<file path="src/rtl/smf_pkg.sv">
package smf_pkg;
  typedef enum logic [1:0] {LW1, LW2, LW4} lw_e;
  typedef enum logic [3:0] {K_BAD, K_WREN, K_WRDI, K_RDSR, K_WRSR,
                            K_WRITE, K_READ, K_FREAD, K_RDID} kind_e;
  typedef struct packed {
    kind_e kind;
    lw_e   lw;
  } cmd_t;
  typedef enum logic [2:0] {PH_OPC, PH_ADDR, PH_DUMMY, PH_DIN, PH_DOUT, PH_SINK} phase_e;

  function automatic logic [2:0] beat_last(lw_e lw);
    case (lw)
      LW2:     return 3'd3;
      LW4:     return 3'd1;
      default: return 3'd7;
    endcase
  endfunction

  function automatic logic [3:0] lane_mask(lw_e lw);
    case (lw)
      LW2:     return 4'b0011;
      LW4:     return 4'b1111;
      default: return 4'b0010;
    endcase
  endfunction
endpackage

</file>
<file path="src/rtl/smf_sync.sv">
module smf_sync #(
  parameter int          W       = 1,
  parameter int          STAGES  = 2,
  parameter logic [W-1:0] RST_VAL = '0
) (
  input  logic         clk_i,
  input  logic         rst_ni,
  input  logic [W-1:0] d_i,
  output logic [W-1:0] q_o
);
  logic [W-1:0] st_q [STAGES];

  always_ff @(posedge clk_i or negedge rst_ni) begin
    if (!rst_ni) begin
      for (int k = 0; k < STAGES; k++) st_q[k] <= RST_VAL;
    end else begin
      st_q[0] <= d_i;
      for (int k = 1; k < STAGES; k++) st_q[k] <= st_q[k-1];
    end
  end

  assign q_o = st_q[STAGES-1];
endmodule

</file>
<file path="src/rtl/smf_decode.sv">
module smf_decode
  import smf_pkg::*;
(
  input  logic [7:0] opc_i,
  output cmd_t       cmd_o
);
  always_comb begin
    cmd_o = '{kind: K_BAD, lw: LW1};
    case (opc_i)
      8'h06: cmd_o.kind = K_WREN;
      8'h04: cmd_o.kind = K_WRDI;
      8'h05: cmd_o.kind = K_RDSR;
      8'h01: cmd_o.kind = K_WRSR;
      8'h9F: cmd_o.kind = K_RDID;
      8'h02: cmd_o.kind = K_WRITE;
      8'hA2: cmd_o = '{kind: K_WRITE, lw: LW2};
      8'h32: cmd_o = '{kind: K_WRITE, lw: LW4};
      8'h03: cmd_o.kind = K_READ;
      8'h0B: cmd_o.kind = K_FREAD;
      8'h3B: cmd_o = '{kind: K_FREAD, lw: LW2};
      8'h6B: cmd_o = '{kind: K_FREAD, lw: LW4};
      default: cmd_o.kind = K_BAD;
    endcase
  end
endmodule

</file>
<file path="src/rtl/smf_oshift.sv">
module smf_oshift
  import smf_pkg::*;
(
  input  logic       clk_i,
  input  logic       rst_ni,
  input  logic       load_i,
  input  logic [7:0] byte_i,
  input  logic       shift_i,
  input  lw_e        lw_i,
  output logic [3:0] io_o
);
  logic [7:0] sr_q;
  logic [3:0] io_q;
  logic [3:0] lanes;
  logic [7:0] sr_next;

  always_comb begin
    case (lw_i)
      LW2: begin lanes = {2'b00, sr_q[7:6]};      sr_next = {sr_q[5:0], 2'b00}; end
      LW4: begin lanes = sr_q[7:4];               sr_next = {sr_q[3:0], 4'b0000}; end
      default: begin lanes = {2'b00, sr_q[7], 1'b0}; sr_next = {sr_q[6:0], 1'b0}; end
    endcase
  end

  always_ff @(posedge clk_i or negedge rst_ni) begin
    if (!rst_ni) begin
      sr_q <= '0;
      io_q <= '0;
    end else if (load_i) begin
      sr_q <= byte_i;
    end else if (shift_i) begin
      io_q <= lanes;
      sr_q <= sr_next;
    end
  end

  assign io_o = io_q;
endmodule

</file>
<file path="src/rtl/serial_mem_frontend.sv">
module serial_mem_frontend
  import smf_pkg::*;
#(
  parameter int         ADDR_W       = 20,
  parameter int         MAX_WR_BYTES = 2048,
  parameter int         SYNC_STAGES  = 2,
  parameter logic [7:0] ID_MFR       = 8'hE6,
  parameter logic [7:0] ID_TYPE      = 8'h4D,
  parameter logic [7:0] ID_DENS      = 8'h14
) (
  input  logic              clk_i,
  input  logic              rst_ni,
  input  logic              sclk_i,
  input  logic              cs_ni,
  input  logic [3:0]        io_i,
  output logic [3:0]        io_o,
  output logic [3:0]        io_oe_o,
  output logic              mem_req_o,
  output logic              mem_we_o,
  output logic [ADDR_W-2:0] mem_addr_o,
  output logic [15:0]       mem_wdata_o,
  input  logic [15:0]       mem_rdata_i,
  input  logic              wr_allow_i,
  input  logic [7:0]        status_i,
  output logic              wren_o,
  output logic              wrdi_o,
  output logic              wrsr_o,
  output logic [7:0]        wrsr_data_o,
  output logic              err_o
);
  localparam int CNT_W = $clog2(MAX_WR_BYTES + 1);
  localparam logic [CNT_W-1:0] BCAP = CNT_W'(MAX_WR_BYTES);

  logic       cs_n_s, sclk_s, cs_q, sclk_q;
  logic [3:0] io_s;

  smf_sync #(.W(6), .STAGES(SYNC_STAGES), .RST_VAL(6'b100000)) u_sync (
    .clk_i (clk_i),
    .rst_ni(rst_ni),
    .d_i   ({cs_ni, sclk_i, io_i}),
    .q_o   ({cs_n_s, sclk_s, io_s})
  );

  logic rise, fall, cs_rise;
  assign rise    = sclk_s & ~sclk_q & ~cs_n_s;
  assign fall    = ~sclk_s & sclk_q & ~cs_n_s;
  assign cs_rise = cs_n_s & ~cs_q;

  phase_e            phase_q;
  cmd_t              cmd_q, dec_cmd;
  logic [22:0]       sh_q;
  logic [4:0]        cnt_q;
  logic [2:0]        beat_q;
  logic [CNT_W-1:0]  bcnt_q;
  logic [ADDR_W-1:0] addr_q;
  logic [7:0]        in_sr_q, hi_q, din_next;
  logic [1:0]        id_idx_q;
  logic              over_q, opc_done_q, ld_q, ld2_q, drv_q;
  logic              we_q, err_q, wren_q, wrdi_q, wrsr_q;
  logic [ADDR_W-2:0] waddr_q;
  logic [15:0]       wdata_q;
  logic [7:0]        wrsr_d_q, ld_byte;
  logic [23:0]       addr_full;
  logic              beat_end, rd_array;

  assign addr_full = {sh_q, io_s[0]};
  assign beat_end  = (beat_q == beat_last(cmd_q.lw));
  assign rd_array  = (cmd_q.kind == K_READ) || (cmd_q.kind == K_FREAD);

  smf_decode u_dec (.opc_i({sh_q[6:0], io_s[0]}), .cmd_o(dec_cmd));

  always_comb begin
    case (cmd_q.lw)
      LW2:     din_next = {in_sr_q[5:0], io_s[1:0]};
      LW4:     din_next = {in_sr_q[3:0], io_s[3:0]};
      default: din_next = {in_sr_q[6:0], io_s[0]};
    endcase
  end

  always_comb begin
    case (cmd_q.kind)
      K_RDSR: ld_byte = status_i;
      K_RDID: begin
        case (id_idx_q)
          2'd0:    ld_byte = ID_MFR;
          2'd1:    ld_byte = ID_TYPE;
          2'd2:    ld_byte = ID_DENS;
          default: ld_byte = 8'h00;
        endcase
      end
      default: ld_byte = addr_q[0] ? mem_rdata_i[7:0] : mem_rdata_i[15:8];
    endcase
  end

  always_ff @(posedge clk_i or negedge rst_ni) begin
    if (!rst_ni) begin
      cs_q   <= 1'b1;
      sclk_q <= 1'b0;
      phase_q <= PH_OPC;
      cmd_q <= '{kind: K_BAD, lw: LW1};
      sh_q <= '0; cnt_q <= '0; beat_q <= '0; bcnt_q <= '0; addr_q <= '0;
      in_sr_q <= '0; hi_q <= '0; id_idx_q <= '0;
      over_q <= 1'b0; opc_done_q <= 1'b0; ld_q <= 1'b0; ld2_q <= 1'b0; drv_q <= 1'b0;
      we_q <= 1'b0; err_q <= 1'b0; wren_q <= 1'b0; wrdi_q <= 1'b0; wrsr_q <= 1'b0;
      waddr_q <= '0; wdata_q <= '0; wrsr_d_q <= '0;
    end else begin
      cs_q   <= cs_n_s;
      sclk_q <= sclk_s;
      err_q <= 1'b0; wren_q <= 1'b0; wrdi_q <= 1'b0; wrsr_q <= 1'b0; we_q <= 1'b0;
      ld_q  <= 1'b0;
      ld2_q <= ld_q;
      if (cs_n_s) begin
        phase_q <= PH_OPC;
        cnt_q <= '0; beat_q <= '0; bcnt_q <= '0; id_idx_q <= '0;
        over_q <= 1'b0; opc_done_q <= 1'b0; drv_q <= 1'b0; ld2_q <= 1'b0;
        if (cs_rise && opc_done_q) begin
          case (cmd_q.kind)
            K_WREN:  wren_q <= 1'b1;
            K_WRDI:  wrdi_q <= 1'b1;
            K_WRSR:  if (phase_q == PH_DIN && bcnt_q == CNT_W'(1) && beat_q == '0) wrsr_q <= 1'b1;
            K_WRITE: if (phase_q == PH_DIN && (bcnt_q[0] || over_q)) err_q <= 1'b1;
            default: ;
          endcase
        end
      end else begin
        if (rise) begin
          case (phase_q)
            PH_OPC: begin
              sh_q  <= {sh_q[21:0], io_s[0]};
              cnt_q <= cnt_q + 5'd1;
              if (cnt_q == 5'd7) begin
                cmd_q <= dec_cmd;
                opc_done_q <= 1'b1;
                cnt_q <= '0;
                beat_q <= '0;
                case (dec_cmd.kind)
                  K_BAD:          begin phase_q <= PH_SINK; err_q <= 1'b1; end
                  K_WREN, K_WRDI: phase_q <= PH_SINK;
                  K_RDSR, K_RDID: begin phase_q <= PH_DOUT; ld_q <= 1'b1; end
                  K_WRSR:         phase_q <= PH_DIN;
                  default:        phase_q <= PH_ADDR;
                endcase
              end
            end
            PH_ADDR: begin
              sh_q  <= {sh_q[21:0], io_s[0]};
              cnt_q <= cnt_q + 5'd1;
              if (cnt_q == 5'd23) begin
                cnt_q <= '0;
                if ((|addr_full[23:ADDR_W]) || (cmd_q.kind == K_WRITE && addr_full[0])) begin
                  err_q   <= 1'b1;
                  phase_q <= PH_SINK;
                end else begin
                  addr_q <= addr_full[ADDR_W-1:0];
                  case (cmd_q.kind)
                    K_WRITE: phase_q <= PH_DIN;
                    K_READ:  begin phase_q <= PH_DOUT; ld_q <= 1'b1; end
                    default: phase_q <= PH_DUMMY;
                  endcase
                end
              end
            end
            PH_DUMMY: begin
              cnt_q <= cnt_q + 5'd1;
              if (cnt_q == 5'd7) begin
                cnt_q   <= '0;
                phase_q <= PH_DOUT;
                ld_q    <= 1'b1;
              end
            end
            PH_DIN: begin
              in_sr_q <= din_next;
              beat_q  <= beat_end ? 3'd0 : beat_q + 3'd1;
              if (beat_end) begin
                if (cmd_q.kind == K_WRSR) begin
                  if (bcnt_q == '0) wrsr_d_q <= din_next;
                  if (bcnt_q != BCAP) bcnt_q <= bcnt_q + 1'b1;
                end else if (bcnt_q == BCAP) begin
                  over_q <= 1'b1;
                end else begin
                  bcnt_q <= bcnt_q + 1'b1;
                  if (!bcnt_q[0]) begin
                    hi_q <= din_next;
                  end else begin
                    addr_q <= addr_q + ADDR_W'(2);
                    if (wr_allow_i) begin
                      we_q    <= 1'b1;
                      waddr_q <= addr_q[ADDR_W-1:1];
                      wdata_q <= {hi_q, din_next};
                    end
                  end
                end
              end
            end
            PH_DOUT: begin
              beat_q <= beat_end ? 3'd0 : beat_q + 3'd1;
              if (beat_end) ld_q <= 1'b1;
            end
            default: ;
          endcase
        end
        if (fall && phase_q == PH_DOUT) drv_q <= 1'b1;
        if (ld2_q) begin
          if (cmd_q.kind == K_RDID && id_idx_q != 2'd3) id_idx_q <= id_idx_q + 2'd1;
          if (rd_array) addr_q <= addr_q + 1'b1;
        end
      end
    end
  end

  smf_oshift u_osh (
    .clk_i  (clk_i),
    .rst_ni (rst_ni),
    .load_i (ld2_q),
    .byte_i (ld_byte),
    .shift_i(fall && phase_q == PH_DOUT),
    .lw_i   (cmd_q.lw),
    .io_o   (io_o)
  );

  assign io_oe_o     = drv_q ? lane_mask(cmd_q.lw) : 4'b0000;
  assign mem_req_o   = we_q | (ld_q & rd_array);
  assign mem_we_o    = we_q;
  assign mem_addr_o  = we_q ? waddr_q : addr_q[ADDR_W-1:1];
  assign mem_wdata_o = wdata_q;
  assign wren_o      = wren_q;
  assign wrdi_o      = wrdi_q;
  assign wrsr_o      = wrsr_q;
  assign wrsr_data_o = wrsr_d_q;
  assign err_o       = err_q;

  AST_OE_RELEASE: assert property (@(posedge clk_i) disable iff (!rst_ni)
    cs_n_s |=> io_oe_o == 4'b0000);
  AST_OE_SHAPE: assert property (@(posedge clk_i) disable iff (!rst_ni)
    (io_oe_o == 4'b0000) || (io_oe_o == 4'b0010) || (io_oe_o == 4'b0011) || (io_oe_o == 4'b1111));
  AST_WE_PAIRED: assert property (@(posedge clk_i) disable iff (!rst_ni)
    mem_we_o |-> !bcnt_q[0] && cmd_q.kind == K_WRITE);
  AST_WE_ALLOWED: assert property (@(posedge clk_i) disable iff (!rst_ni)
    mem_we_o |-> $past(wr_allow_i));
  AST_READ_WRAP: assert property (@(posedge clk_i) disable iff (!rst_ni)
    (ld2_q && rd_array && !cs_n_s && (&addr_q)) |=> addr_q == '0);
  AST_ERR_PULSE: assert property (@(posedge clk_i) disable iff (!rst_ni)
    err_o |=> !err_o);
  AST_NO_OE_SINK: assert property (@(posedge clk_i) disable iff (!rst_ni)
    (phase_q == PH_SINK) |-> io_oe_o == 4'b0000 && !mem_req_o);
endmodule

</file>
<file path="config.mk">
export PLATFORM = sky130hd
export DESIGN_NAME = serial_mem_frontend
export DESIGN_NICKNAME = d
export VERILOG_FILES = /design/src/rtl/smf_pkg.sv /design/src/rtl/smf_sync.sv /design/src/rtl/smf_decode.sv /design/src/rtl/smf_oshift.sv /design/src/rtl/serial_mem_frontend.sv
export SDC_FILE = /design/constraint.sdc
export NUM_CORES = 1
export LEC_CHECK = 0
export CAP_MARGIN = 40
export CORE_ASPECT_RATIO = 0.75
export CORE_UTILIZATION = 45
export DETAILED_ROUTE_END_ITERATION = 6
export HOLD_SLACK_MARGIN = 0.05
export PLACE_DENSITY_LB_ADDON = 0.1
export SLEW_MARGIN = 10
export SYNTH_ARGS = -nofsm -noshare
export SYNTH_HDL_FRONTEND = slang
export SYNTH_HIERARCHICAL = 1
export SYNTH_SLANG_ARGS = --single-unit
</file>
<file path="constraint.sdc">
create_clock -name clk_i -period 4.25 [get_ports clk_i]
set_clock_uncertainty 0.05 [all_clocks]
set_input_delay 0.6375 -clock clk_i [delete_from_list [all_inputs] [get_ports clk_i]]
set_output_delay 0.6375 -clock clk_i [all_outputs]
set_load 0.005 [all_outputs]
</file>
* Yosys cells after proc, flatten, opt, wreduce, memory -nomap -nowiden
Cells that the tools add are included.
** Operators by class
- Bitwise logic cells :: 15
- Mux-type cells :: 104
- Reduce and logical (&&, ||, !) cells :: 52
- Add/subtract/negate cells :: 6
- Eq/ne operators :: 46
** Operators with widths (count)
- $mux W20 :: 9
- $mux W12 :: 7
- $mux W1 :: 49
- $pmux W8 S2 :: 3
- $pmux W20 S2 :: 1
- $pmux W4 S8 :: 1
- $mux W3 :: 10
- $eq A8 B3 Y1 const B :: 3
- $mux W8 :: 3
- $pmux W8 S3 :: 1
- $add A20 B1 Y20 const B :: 1
- $add A20 B2 Y20 const B :: 1
- $eq A4 B3 Y1 const B :: 5
- $mux W5 :: 4
- $reduce_bool A2 Y1 :: 10
- $mux W19 :: 1
- $pmux W3 S2 :: 3
- $pmux W3 S3 :: 2
- $eq A4 B2 Y1 const B :: 4
- $eq A8 B2 Y1 const B :: 2
- $eq A8 B6 Y1 const B :: 2
- $eq A8 B8 Y1 const B :: 2
- $pmux W4 S2 :: 2
- $reduce_and A5 Y1 :: 3
- 50 further kinds :: 94
** Word-level totals
- Output and inout port bits :: 57
- Bits in registers :: 168
- Logic and storage cells :: 253

* Logic depth before layout (Yosys ltp)
Gate-level depths: netlist of run 1.
- Depth in word-level cells :: 10
- Gate-level depth with buffers :: 11
- Depth with buffers taken out :: 9

* Modules after synthesis
The synthesis of run 1 kept the hierarchy.
** By module, submodules not included
- serial_mem_frontend :: times used 1, area an instance 8360.5 um^2, sequential area each 3604.7 um^2, cells an instance 914
- smf_oshift :: times used 1, area an instance 711.9 um^2, sequential area each 300.3 um^2, cells an instance 77
- smf_sync :: times used 1, area an instance 347.8 um^2, sequential area each 302.8 um^2, cells an instance 18
- smf_decode :: times used 1, area an instance 284.0 um^2, sequential area each 0.0 um^2, cells an instance 38

* Least setup slack after synthesis of run 1
Ideal clock, no wire load.
- Kind :: reg2reg
- Start point :: reg phase_q[2]
- End point :: reg u_osh.io_q[1] (netlist: u_osh/io_o[1])
- Stages on the path, launching flop included :: 8
- Arrival :: 2391 ps
- Data required time :: 4075 ps
- Setup time :: 125 ps
- Path buffers :: 3
- Setup slack :: 1684 ps
- Path through :: dfrtp_1 -> clkbuf_1 -> clkbuf_1 -> nand2_1 -> nor4b_1 -> nand2b_4 -> buf_6 -> mux2_4
** On the way
- Longest elaborated chain between the ends :: 3
** Ends and longest elaborated chain
- start, declared :: line serial_mem_frontend.sv:49 : phase_e phase_q;
- start signal, assigned :: line serial_mem_frontend.sv:99 : phase_q <= PH_OPC;
- start signal, assigned :: line serial_mem_frontend.sv:113 : phase_q <= PH_OPC;
- start signal, assigned :: line serial_mem_frontend.sv:137 : K_BAD: begin phase_q <= PH_SINK; err_q <= 1'b1; end
- $eq A3 B3 Y1 :: line serial_mem_frontend.sv:216 : .shift_i(fall && phase_q == PH_DOUT),
- $logic_and A1 B1 Y1 :: line serial_mem_frontend.sv:216
- $reduce_and A2 Y1 (no line)
- end signal, assigned :: line smf_oshift.sv:32 : io_q <= lanes;
- end, declared :: line smf_oshift.sv:13 : logic [3:0] io_q;
Every way passes these cells.
A chain may end at the register's enable or synchronous reset.

* Worst setup path in the final report of run 1
- Start point :: reg cmd_q[0] in the netlist's numbering
- End point :: reg waddr_q[16]
** On the way
- Longest elaborated chain between the ends :: 4
** Ends and longest elaborated chain
- start, declared :: line serial_mem_frontend.sv:50 : cmd_t cmd_q, dec_cmd;
- start signal, assigned :: line serial_mem_frontend.sv:100 : cmd_q <= '{kind: K_BAD, lw: LW1};
- start signal, assigned :: line serial_mem_frontend.sv:132 : cmd_q <= dec_cmd;
- $eq A2 B2 Y1 / $eq A2 B1 Y1 (equally long branches) :: line smf_pkg.sv:12 : case (lw)
- $pmux W3 S2 (*) :: line smf_pkg.sv:12
- $eq A3 B3 Y1 (*) :: line serial_mem_frontend.sv:67 : assign beat_end = (beat_q == beat_last(cmd_q.lw));
- $reduce_and A8 Y1 (no line) (*)
- end signal, assigned :: line serial_mem_frontend.sv:188 : waddr_q <= addr_q[ADDR_W-1:1];
- end, declared :: line serial_mem_frontend.sv:60 : logic [ADDR_W-2:0] waddr_q;
Mark *: on every way between the ends. The rest lies on a longest branch, timed or not.

==> flow_summary_export.csv, run 1 <==
group,metric,value,unit
drt,drt-initial-drc-count,757,
clock_network,post_cts_resized,0,
floorplan,design.core.area,21100,µm²
critical_path,cp_max_fo,44,
global_routing,grt_first_pass_wirelength,42.3,mm
drt,wire_per_inst,18.6,µm
clock_network,clockRootBuffer,"clkbuf_16",
logic_synthesis,synth_edf_count,0,
sta,finalHoldViolations,0,
clock_network,cts.sinks,168,
sta,fin_crit,3420,ps
power_and_ir_drop,p_leak,4.75,nW
drt,m1WireLength,12.9,mm
global_routing,overflow,0,
clock_network,cts_tree,"done",
sta,worst_pin_slew,827,ps
drt,dr.pass1.iters,5,
logic_synthesis,netlist_instances,1047,
place,placed_cell_area,10700,µm²
finish,drive_above_1_share,12.6,%
floorplan,die-area,22200,µm²
floorplan,ios,90,
logic_synthesis,seq_area_frac_synth,43.4,%
critical_path,endpoint_kind,"register",
logic_synthesis,synthArstFlopShare,100,%
sta,max_freq,292,MHz
drt,wl_met3,2.27,mm
critical_path,critPathLaunchType,"register",
clock_network,clkLatencyLatePin,440,ps
floorplan,num_rows,46,
drt,maxUsedRoutingLayer,"met4",
drt,drc,0,
min_path,hp-class,"reg -> reg",
sta,setup_viol,0,
power_and_ir_drop,p_seq_share,46.7,%
critical_path,worstSetupPathType,"reg -> reg",
drt,wl_met2,10.4,mm
outcome,status,"complete, no violations",
logic_synthesis,yosysWarnings,6,
power_and_ir_drop,p_comb_share,6.7,%
clock_network,cts_max_path_buffers,2,
logic_synthesis,synth_largest_area_cell,"dfrtp_1",
sta,finalSetupTns,0,ps
sta,worst_slack,828,ps
floorplan,initial_core_util,45.9,%
logic_synthesis,synth_most_common_cell,"nand2_1",
finish,nNetsFinal,1144,
critical_path,arrival,3690,ps
global_routing,grt_pass1_vias,7490,
clock_network,post_cts_buffers,0,
logic_synthesis,yosys-top-cells-count,"171 x nand2_1, 165 x dfrtp_1, 74 x nor2_1",
power_and_ir_drop,internal_power,0.00275,W
sta,rsz0062_at_grt,"no",
logic_synthesis,synth_top_cell_area_share,42.5,%
place,dp_cells,1362,
logic_synthesis,synth_nets,1097,
logic_synthesis,ys_types,84,
global_routing,track_usage,24.8,%
finish,n_antenna_cell,0,
sta,drv_slew,0,
critical_path,critical_path_required,4520,ps
logic_synthesis,synth_seq_cells,168,
job,drv_cap,0,
sta,slew-limit-headroom,44.8,%
power_and_ir_drop,pwr-share-clk,46.6,%
global_routing,grt_start_max_net_pins,74,
clock_network,path_clk_slew,70,ps
place,hpwl,18.2,mm
power_and_ir_drop,switching_share,25.2,%
finish,stdcell_area,11400,µm²
power_and_ir_drop,power.total,0.00367,W
logic_synthesis,synth_area,9700,µm²
floorplan,fp.dieW,172,µm
finish,syn_to_final_growth,17.0,%
power_and_ir_drop,power_switching,0.000923,W
place,io_buffers,89,
clock_network,htreeDepth,4,
logic_synthesis,synth.area.top_cells,"dfrtp_1 43%, nand2_1 6.6%, mux2_4 3.7%",
drt,vias_per_cell,5.72,
global_routing,antenna_found_initial,0,
sta,fin_crit_sh,80.5,%
drt,ant_nets,0,
clock_network,cts_buffers,17,
power_and_ir_drop,power-per-cell-area,323,nW/µm²
drt,dr_total_vias,7981,
logic_synthesis,synthFlopType,"dfrtp_1",
finish,stdcell_count,1395,
logic_synthesis,syn_area_per_cell,9.27,µm²
place,gp_congestion,0.940,
drt,routed_wl,25.9,mm
place,place_ws,859,ps
floorplan,fp.dieH,129,µm
power_and_ir_drop,max-vdd-ir-drop,278,µV
-- power by group through the flow --
stage,clock network (W),registers [W],logic (W)
detailed placement,0,0.00174,0.000244
CTS,0.00174,0.00171,0.000246
global route,0.00181,0.00172,0.000279
global placement,0,0.00174,0.000237
floorplan,0,0.00169,0.000177
finish,0.00171,0.00171,0.000245
-- logic make-up after synthesis --
group                    Yosys count  synth area share (%)
AND/OR/NAND/NOR                  440                  23.3
AO/OA/AOI/OAI                    214                  13.9
flip-flops                       168                  43.4
buffers and inverters            109                  5.69
multiplexers                      76                  9.50
XOR/XNOR                          23                  2.08
adder cells (fa/ha/maj)           17                  2.19
-- sequential cells by signal, summed over array words and instances, names as in the netlist, 2 cells and up --
signal,flops
mem_wdata_o,16
u_sync/q_o,6
u_osh/sr_q,8
waddr_q,19
cnt_q,5
cmd_q,6
in_sr_q,7
beat_q,3
id_idx_q,2
sh_q,23
hi_q,8
bcnt_q,12
u_osh/io_o,4
u_sync/st_q,6
addr_q,20
phase_q,3
wrsr_data_o,8
-- worst max-delay path: stages (launching register included) --
cell and delay (ps):
dfrtp_1 400, inv_1 70, ha_1 570, xor2_1 270
nor4b_4 310, buf_4 230, and2_4 230, nand3_4 560
mux2_1 560
-- layout by cell type (no fill, tap or decap), types with 5 or more instances in the layout --
master	count
ha_1	17
nor3_1	29
o22ai_1	9
nor2_1	74
o31ai_1	9
nand3_1	44
nor2b_1	9
a21oi_1	50
a21o_1	5
dfrtp_1	165
nand4_1	21
o21ai_0	70
xor2_1	7
mux2_2	30
mux2i_1	19
mux2_4	24
or3_1	9
inv_6	6
a22oi_1	9
nor4_1	8
o211ai_1	12
nand3b_1	9
nor3b_1	5
buf_4	17
a31oi_1	10
and2_1	5
nand2b_1	8
nand2_1	171
o21a_1	5
inv_1	27
clkdlybuf4s50_1	88
and3_1	9
xnor2_1	16
clkbuf_16	17
-- area by class of cell --
| class | instances | area, µm² |
|---|---|---|
| Fill cell | 1967 | 9760 |
| Multi-Input combinational cell | 770 | 4950 |
| Sequential cell | 168 | 4210 |
| Timing Repair Buffer | 110 | 1100 |
| Clock buffer | 18 | 429 |
| Tap cell | 288 | 360 |
| Clock inverter | 14 | 209 |
| Inverter | 27 | 101 |
-- repair_timing --
item / 4_1_cts / 5_1_grt
hold buffers: 1 / 0
endpoints found under the setup margin: 0 / 0
hold endpoints to repair: 24 / 0
-- path summary, 6_finish.rpt --
check	cells after the start	from	end	slack [ps]
max	8	cmd_q[0]	waddr_q[16]	830
min	0	u_sync/st_q[8]	u_sync/q_o[2]	300
min reg2reg	0	u_sync/st_q[8]	u_sync/q_o[2]	300
min in group asynchronous	2	rst_ni	addr_q[11]	600
max reg2reg	8	cmd_q[0]	waddr_q[16]	830
max in group asynchronous	3	rst_ni	in_sr_q[6]	2820
-- through the flow --
stage               utilization (%)  hold slack, ps
finish                         53.8             301
global route                   53.8             310
CTS                            53.8             301
detailed placement             50.7             285
global placement               50.4             283
floorplan                         -             281
-- metal layers --
| layer | vias up | GRT usage (%) |
|---|---|---|
| li1 | 3791 | - |
| met1 | 3850 | 38.5 |
| met2 | 310 | 33.6 |
| met3 | 30 | 6.54 |
| met4 | 0 | 6.25 |
| met5 | - | 0 |
Power figures use the tool's default switching activity.
==> inputs of run 2 (changes only) <==
==> constraint.sdc (replaced) <==
create_clock -name clk_i -period 3.2 [get_ports clk_i]
set_clock_uncertainty 0.05 [all_clocks]
set_input_delay 0.48 -clock clk_i [delete_from_list [all_inputs] [get_ports clk_i]]
set_output_delay 0.48 -clock clk_i [all_outputs]
set_load 0.005 [all_outputs]
==> flow_summary_export.csv, run 2 (synthesis gave the netlist of run 1 again) <==
group,metric,value,unit
global_routing,antenna_found_initial,0,
finish,fill_cells,1958,
clock_network,cts.sinks,168,
finish,regMostFlops,"sh_q",
drt,dr_total_vias,7973,
finish,largest_reg_flops,23,
sta,worst_pin_slew,672,ps
global_routing,track_usage,24.3,%
floorplan,die-area,22200,µm²
finish,seq_area,4210,µm²
drt,drc,0,
critical_path,cp_max_fo,11,
sta,setup_viol,0,
clock_network,cts_max_path_buffers,2,
finish,syn_to_final_growth,17.4,%
power_and_ir_drop,p_leak,4.79,nW
floorplan,initial_core_util,45.9,%
floorplan,ios,90,
finish,largestRegisters,"sh_q: 23 flops, addr_q: 20 flops, waddr_q: 19 flops",
finish,drive_above_1_share,13.7,%
drt,dr.pass1.iters,5,
clock_network,cts_tree,"done",
critical_path,critPathLaunchType,"register",
drt,wire_per_inst,18.4,µm
global_routing,grt_pass1_vias,7251,
floorplan,design.core.area,21100,µm²
sta,drv_slew,0,
finish,n_antenna_cell,0,
power_and_ir_drop,power.total,0.00470,W
floorplan,fp.dieH,129,µm
power_and_ir_drop,power-per-cell-area,413,nW/µm²
sta,max_freq,358,MHz
finish,multi_input_area,4950,µm²
sta,rsz0062_at_grt,"no",
sta,fin_crit_sh,87.4,%
sta,fin_crit,2800,ps
finish,fin_util,53.9,%
drt,ant_nets,0,
finish,layout_common_cells,"171 x nand2_1, 165 x dfrtp_1, 88 x clkdlybuf4s50_1",
drt,drt-initial-drc-count,896,
min_path,hp-class,"reg -> reg",
finish,nNetsFinal,1156,
critical_path,arrival,3120,ps
clock_network,clockRootBuffer,"clkbuf_16",
critical_path,crit_chain,"and4bb_1, a22oi_2, nand3_1, or3b_2, a21oi_1, o21ai_0, o32ai_1, o211a_1",
clock_network,cts_buffers,17,
job,drv_cap,0,
drt,vias_per_cell,5.67,
floorplan,fp.dieW,172,µm
floorplan,num_rows,46,
clock_network,htreeDepth,4,
critical_path,endpoint_kind,"register",
sta,hold_ws,300,ps
global_routing,grt_start_max_net_pins,63,
finish,layout_commonest_cell,"nand2_1",
critical_path,critPathSlowestCell,"dfrtp_1",
drt,routed_wl,25.8,mm
critical_path,worstSetupPathType,"reg -> reg",
sta,finalHoldViolations,0,
critical_path,critical_path_required,3520,ps
sta,finalSetupTns,0,ps
global_routing,grt_first_pass_wirelength,41.3,mm
sta,slew-limit-headroom,55.1,%
power_and_ir_drop,max-vdd-ir-drop,399,µV
place,io_buffers,89,
place,hpwl,17.9,mm
place,gp_congestion,0.950,
critical_path,slowest_delay,600,ps
clock_network,clkLatencyLatePin,440,ps
clock_network,path_clk_slew,70,ps
outcome,status,"complete, no violations",
global_routing,overflow,0,
-- run 2: cell types whose count changed in the layout (fill, tap and decap cells not counted), moves of 3 or more --
cell / before / now
buf_12: 0 / 3
clkinv_4: 1 / 4
buf_4: 17 / 29
clkbuf_8: 0 / 4
bufinv_16: 4 / 1
-- run 2: metal layers --
| layer | vias up | part of all wire (%) | GRT usage, % | wire length [µm] |
|---|---|---|---|---|
| met2 | 340 | 39 | 31.1 | 10100 |
| met3 | 23 | 9.3 | 7.64 | 2410 |
| met4 | 0 | 1.3 | 6.62 | 335 |
| met5 | - | 0 | 0 | 0 |
| li1 | 3829 | - | - | - |
| met1 | 3781 | 50 | 38.1 | 12900 |
-- run 2: power breakdown --
group	total, W	switching [W]	internal, W
combinational	0.000360	0.000203	0.000157
clock	0.00209	0.000918	0.00117
sequential	0.00226	0.0000899	0.00217
-- run 2: what timing repair did --
action / in CTS / in global routing
endpoints found under the setup margin: 0 / 0
hold buffers: 1 / 0
buffers inserted: 0 / 0
resized for setup: 0 / 0
hold endpoints to repair: 59 / 0
-- run 2: worst paths after layout --
kind	startpoint	endpoint	slack [ps]	depth (start not counted)
max reg2reg	sh_q[5]	ld_q	400	8
min reg2reg	u_sync/st_q[9]	u_sync/q_o[3]	300	0
min in group asynchronous	rst_ni	addr_q[15]	550	2
max	sh_q[5]	ld_q	400	8
min	u_sync/st_q[9]	u_sync/q_o[3]	300	0
max in group asynchronous	rst_ni	u_sync/q_o[5]	1800	3
-- run 2: worst max-delay path, delay by kind of cell (launching register included) --
kind	cells	cell delay (ps)
AO/OA/AOI/OAI	5	1140
flip-flops	1	600
AND/OR/NAND/NOR	3	940
-- run 2: area by class of cell --
class | count | share of cell area, %
multi-input combinational | 770 | 43.5
inverter | 27 | 0.890
clock buffer | 21 | 4.22
timing repair buffer | 122 | 10.4
clock inverter | 11 | 0.967
sequential | 168 | 36.9
tap | 288 | 3.16
-- run 2: through the flow --
step	worst slack (ps)	cell area, µm²	instances
floorplan	634	9700	1047
global placement	568	10800	1374
detailed placement	510	10800	1374
CTS	488	11400	1407
global route	273	11400	1407
finish	405	11400	1407
==> inputs of run 3 (changes only) <==
--- a/config.mk
+++ b/config.mk
@@ -6,9 +6,12 @@
 export NUM_CORES = 1
 export LEC_CHECK = 0
 export CAP_MARGIN = 40
+export CELL_PAD_IN_SITES_DETAIL_PLACEMENT = 1
+export CELL_PAD_IN_SITES_GLOBAL_PLACEMENT = 2
 export CORE_ASPECT_RATIO = 0.75
-export CORE_UTILIZATION = 45
+export CORE_UTILIZATION = 40
 export DETAILED_ROUTE_END_ITERATION = 6
+export DONT_BUFFER_PORTS = 1
 export HOLD_SLACK_MARGIN = 0.05
 export PLACE_DENSITY_LB_ADDON = 0.1
 export SLEW_MARGIN = 10
==> flow_summary_export.csv, run 3 (synthesis gave the netlist of run 1 again) <==
group,metric,value,unit
outcome,status,"complete, but fails checks",
outcome,violations,"hold timing",
critical_path,path_depth,9,
finish,layout_common_cells,"171 x nand2_1, 165 x dfrtp_1, 74 x nor2_1",
finish,largest_reg_flops,23,
finish,n_antenna_cell,0,
drt,dr.pass1.iters,5,
finish,syn_to_final_growth,8.69,%
finish,regMostFlops,"sh_q",
drt,ant_nets,0,
clock_network,cts.sinks,168,
sta,drv_slew,0,
critical_path,critPathLaunchType,"register",
critical_path,path_buf_inv,2,
critical_path,path_delay_family,"simple AND/OR/NAND/NOR gates",
critical_path,worstSetupPathType,"reg -> reg",
global_routing,grt_first_pass_wirelength,45.8,mm
finish,layout_commonest_cell,"nand2_1",
power_and_ir_drop,max-vdd-ir-drop,381,µV
sta,finalHoldViolations,165,
global_routing,grt_pass1_vias,7823,
critical_path,endpoint_kind,"register",
finish,drive_above_1_share,15.1,%
clock_network,path_clk_slew,80,ps
clock_network,cts_buffers,17,
floorplan,die-area,24900,µm²
critical_path,slowest_delay,460,ps
clock_network,clockRootBuffer,"clkbuf_16",
floorplan,fp.dieW,182,µm
sta,max_freq,360,MHz
place,io_buffers,0,
sta,finalSetupTns,0,ps
critical_path,cp_max_fo,35,
finish,stdcell_area,10500,µm²
critical_path,critical_path_required,3460,ps
critical_path,arrival,3040,ps
sta,rsz0062_at_grt,"no",
drt,wire_per_inst,21.3,µm
floorplan,design.core.area,23400,µm²
sta,setup_viol,0,
clock_network,post_cts_buffers,0,
sta,slew-limit-headroom,44.3,%
global_routing,overflow,0,
sta,hold_ws,-331,ps
floorplan,ios,90,
drt,vias_per_cell,5.82,
sta,fin_crit_sh,86.9,%
place,hpwl,20.2,mm
sta,worst_pin_slew,823,ps
min_path,hp-class,"in -> async",
place,placed_cell_area,9920,µm²
finish,nNetsFinal,1077,
clock_network,cts_max_path_buffers,2,
sta,fin_crit,2780,ps
power_and_ir_drop,power.total,0.00458,W
clock_network,cts_tree,"done",
critical_path,critPathSlowestCell,"nand3_4",
global_routing,track_usage,24.0,%
floorplan,num_rows,48,
drt,drc,0,
critical_path,reg2reg_depth,9,
power_and_ir_drop,p_leak,4.48,nW
clock_network,post_cts_resized,0,
finish,largestRegisters,"sh_q: 23 flops, addr_q: 20 flops, waddr_q: 19 flops",
clock_network,htreeDepth,4,
clock_network,clkLatencyLatePin,450,ps
floorplan,initial_core_util,41.4,%
finish,fin_util,45.0,%
global_routing,grt_start_max_net_pins,169,
clock_network,cts_hold_buf,6,
drt,dr_total_vias,7800,
power_and_ir_drop,power-per-cell-area,434,nW/µm²
place,gp_congestion,0.861,
global_routing,antenna_found_initial,0,
drt,routed_wl,28.5,mm
drt,drt-initial-drc-count,619,
job,drv_cap,0,
critical_path,crit_chain,"inv_1, ha_1, xnor2_1, nor4b_4, and2_4, nand3_4, buf_4, nand2_1, o21ai_0",
floorplan,fp.dieH,137,µm
-- run 3: changes by cell type in the layout (fill, tap and decap cells not counted), sizes merged --
cell | before | now
buf | 33 | 37
bufinv | 1 | 0
clkdlybuf4s50 | 88 | 0
clkinv | 6 | 3
clkbuf | 21 | 19
dlygate4sd3 | 1 | 6
inv | 31 | 35
clkinvlp | 0 | 2
-- run 3: layer usage --
layer | up-vias | track usage [%] | share of wire, %
met5 | - | 0 | 0
met4 | 0 | 5.18 | 0.99
met3 | 23 | 5.43 | 5.6
met2 | 205 | 34.3 | 42
met1 | 3913 | 36.4 | 52
li1 | 3659 | - | -
-- run 3: cell type report --
| cell class | instances | area, µm² |
|---|---|---|
| Fill cell | 2663 | 12900 |
| Multi-Input combinational cell | 770 | 4960 |
| Sequential cell | 168 | 4210 |
| Clock buffer | 19 | 443 |
| Tap cell | 300 | 375 |
| Timing Repair Buffer | 43 | 338 |
| Clock inverter | 13 | 125 |
| Inverter | 27 | 101 |
-- run 3: report_power, final --
part	internal (W)	switching (W)
logic	0.000110	0.000166
registers	0.00217	0.000100
clock network	0.00105	0.000986
-- run 3: per-stage QoR --
step | cells | setup slack [ps] | hold WS, ps
floorplan | 1047 | 634 | 134
global placement | 1302 | 477 | 138
detailed placement | 1302 | 403 | 138
CTS | 1340 | 396 | -352
global route | 1340 | 180 | -358
finish | 1340 | 419 | -331
-- run 3: final timing paths --
kind,startpoint,to,slack (ps)
min in group clk_i,status_i[0],u_osh/sr_q[0],250
max in group asynchronous,rst_ni,sh_q[13],2950
max reg2reg,cmd_q[0],mem_wdata_o[5],420
min reg2reg,u_sync/st_q[6],u_sync/q_o[0],300
min,rst_ni,waddr_q[12],-330
max,cmd_q[0],mem_wdata_o[5],420
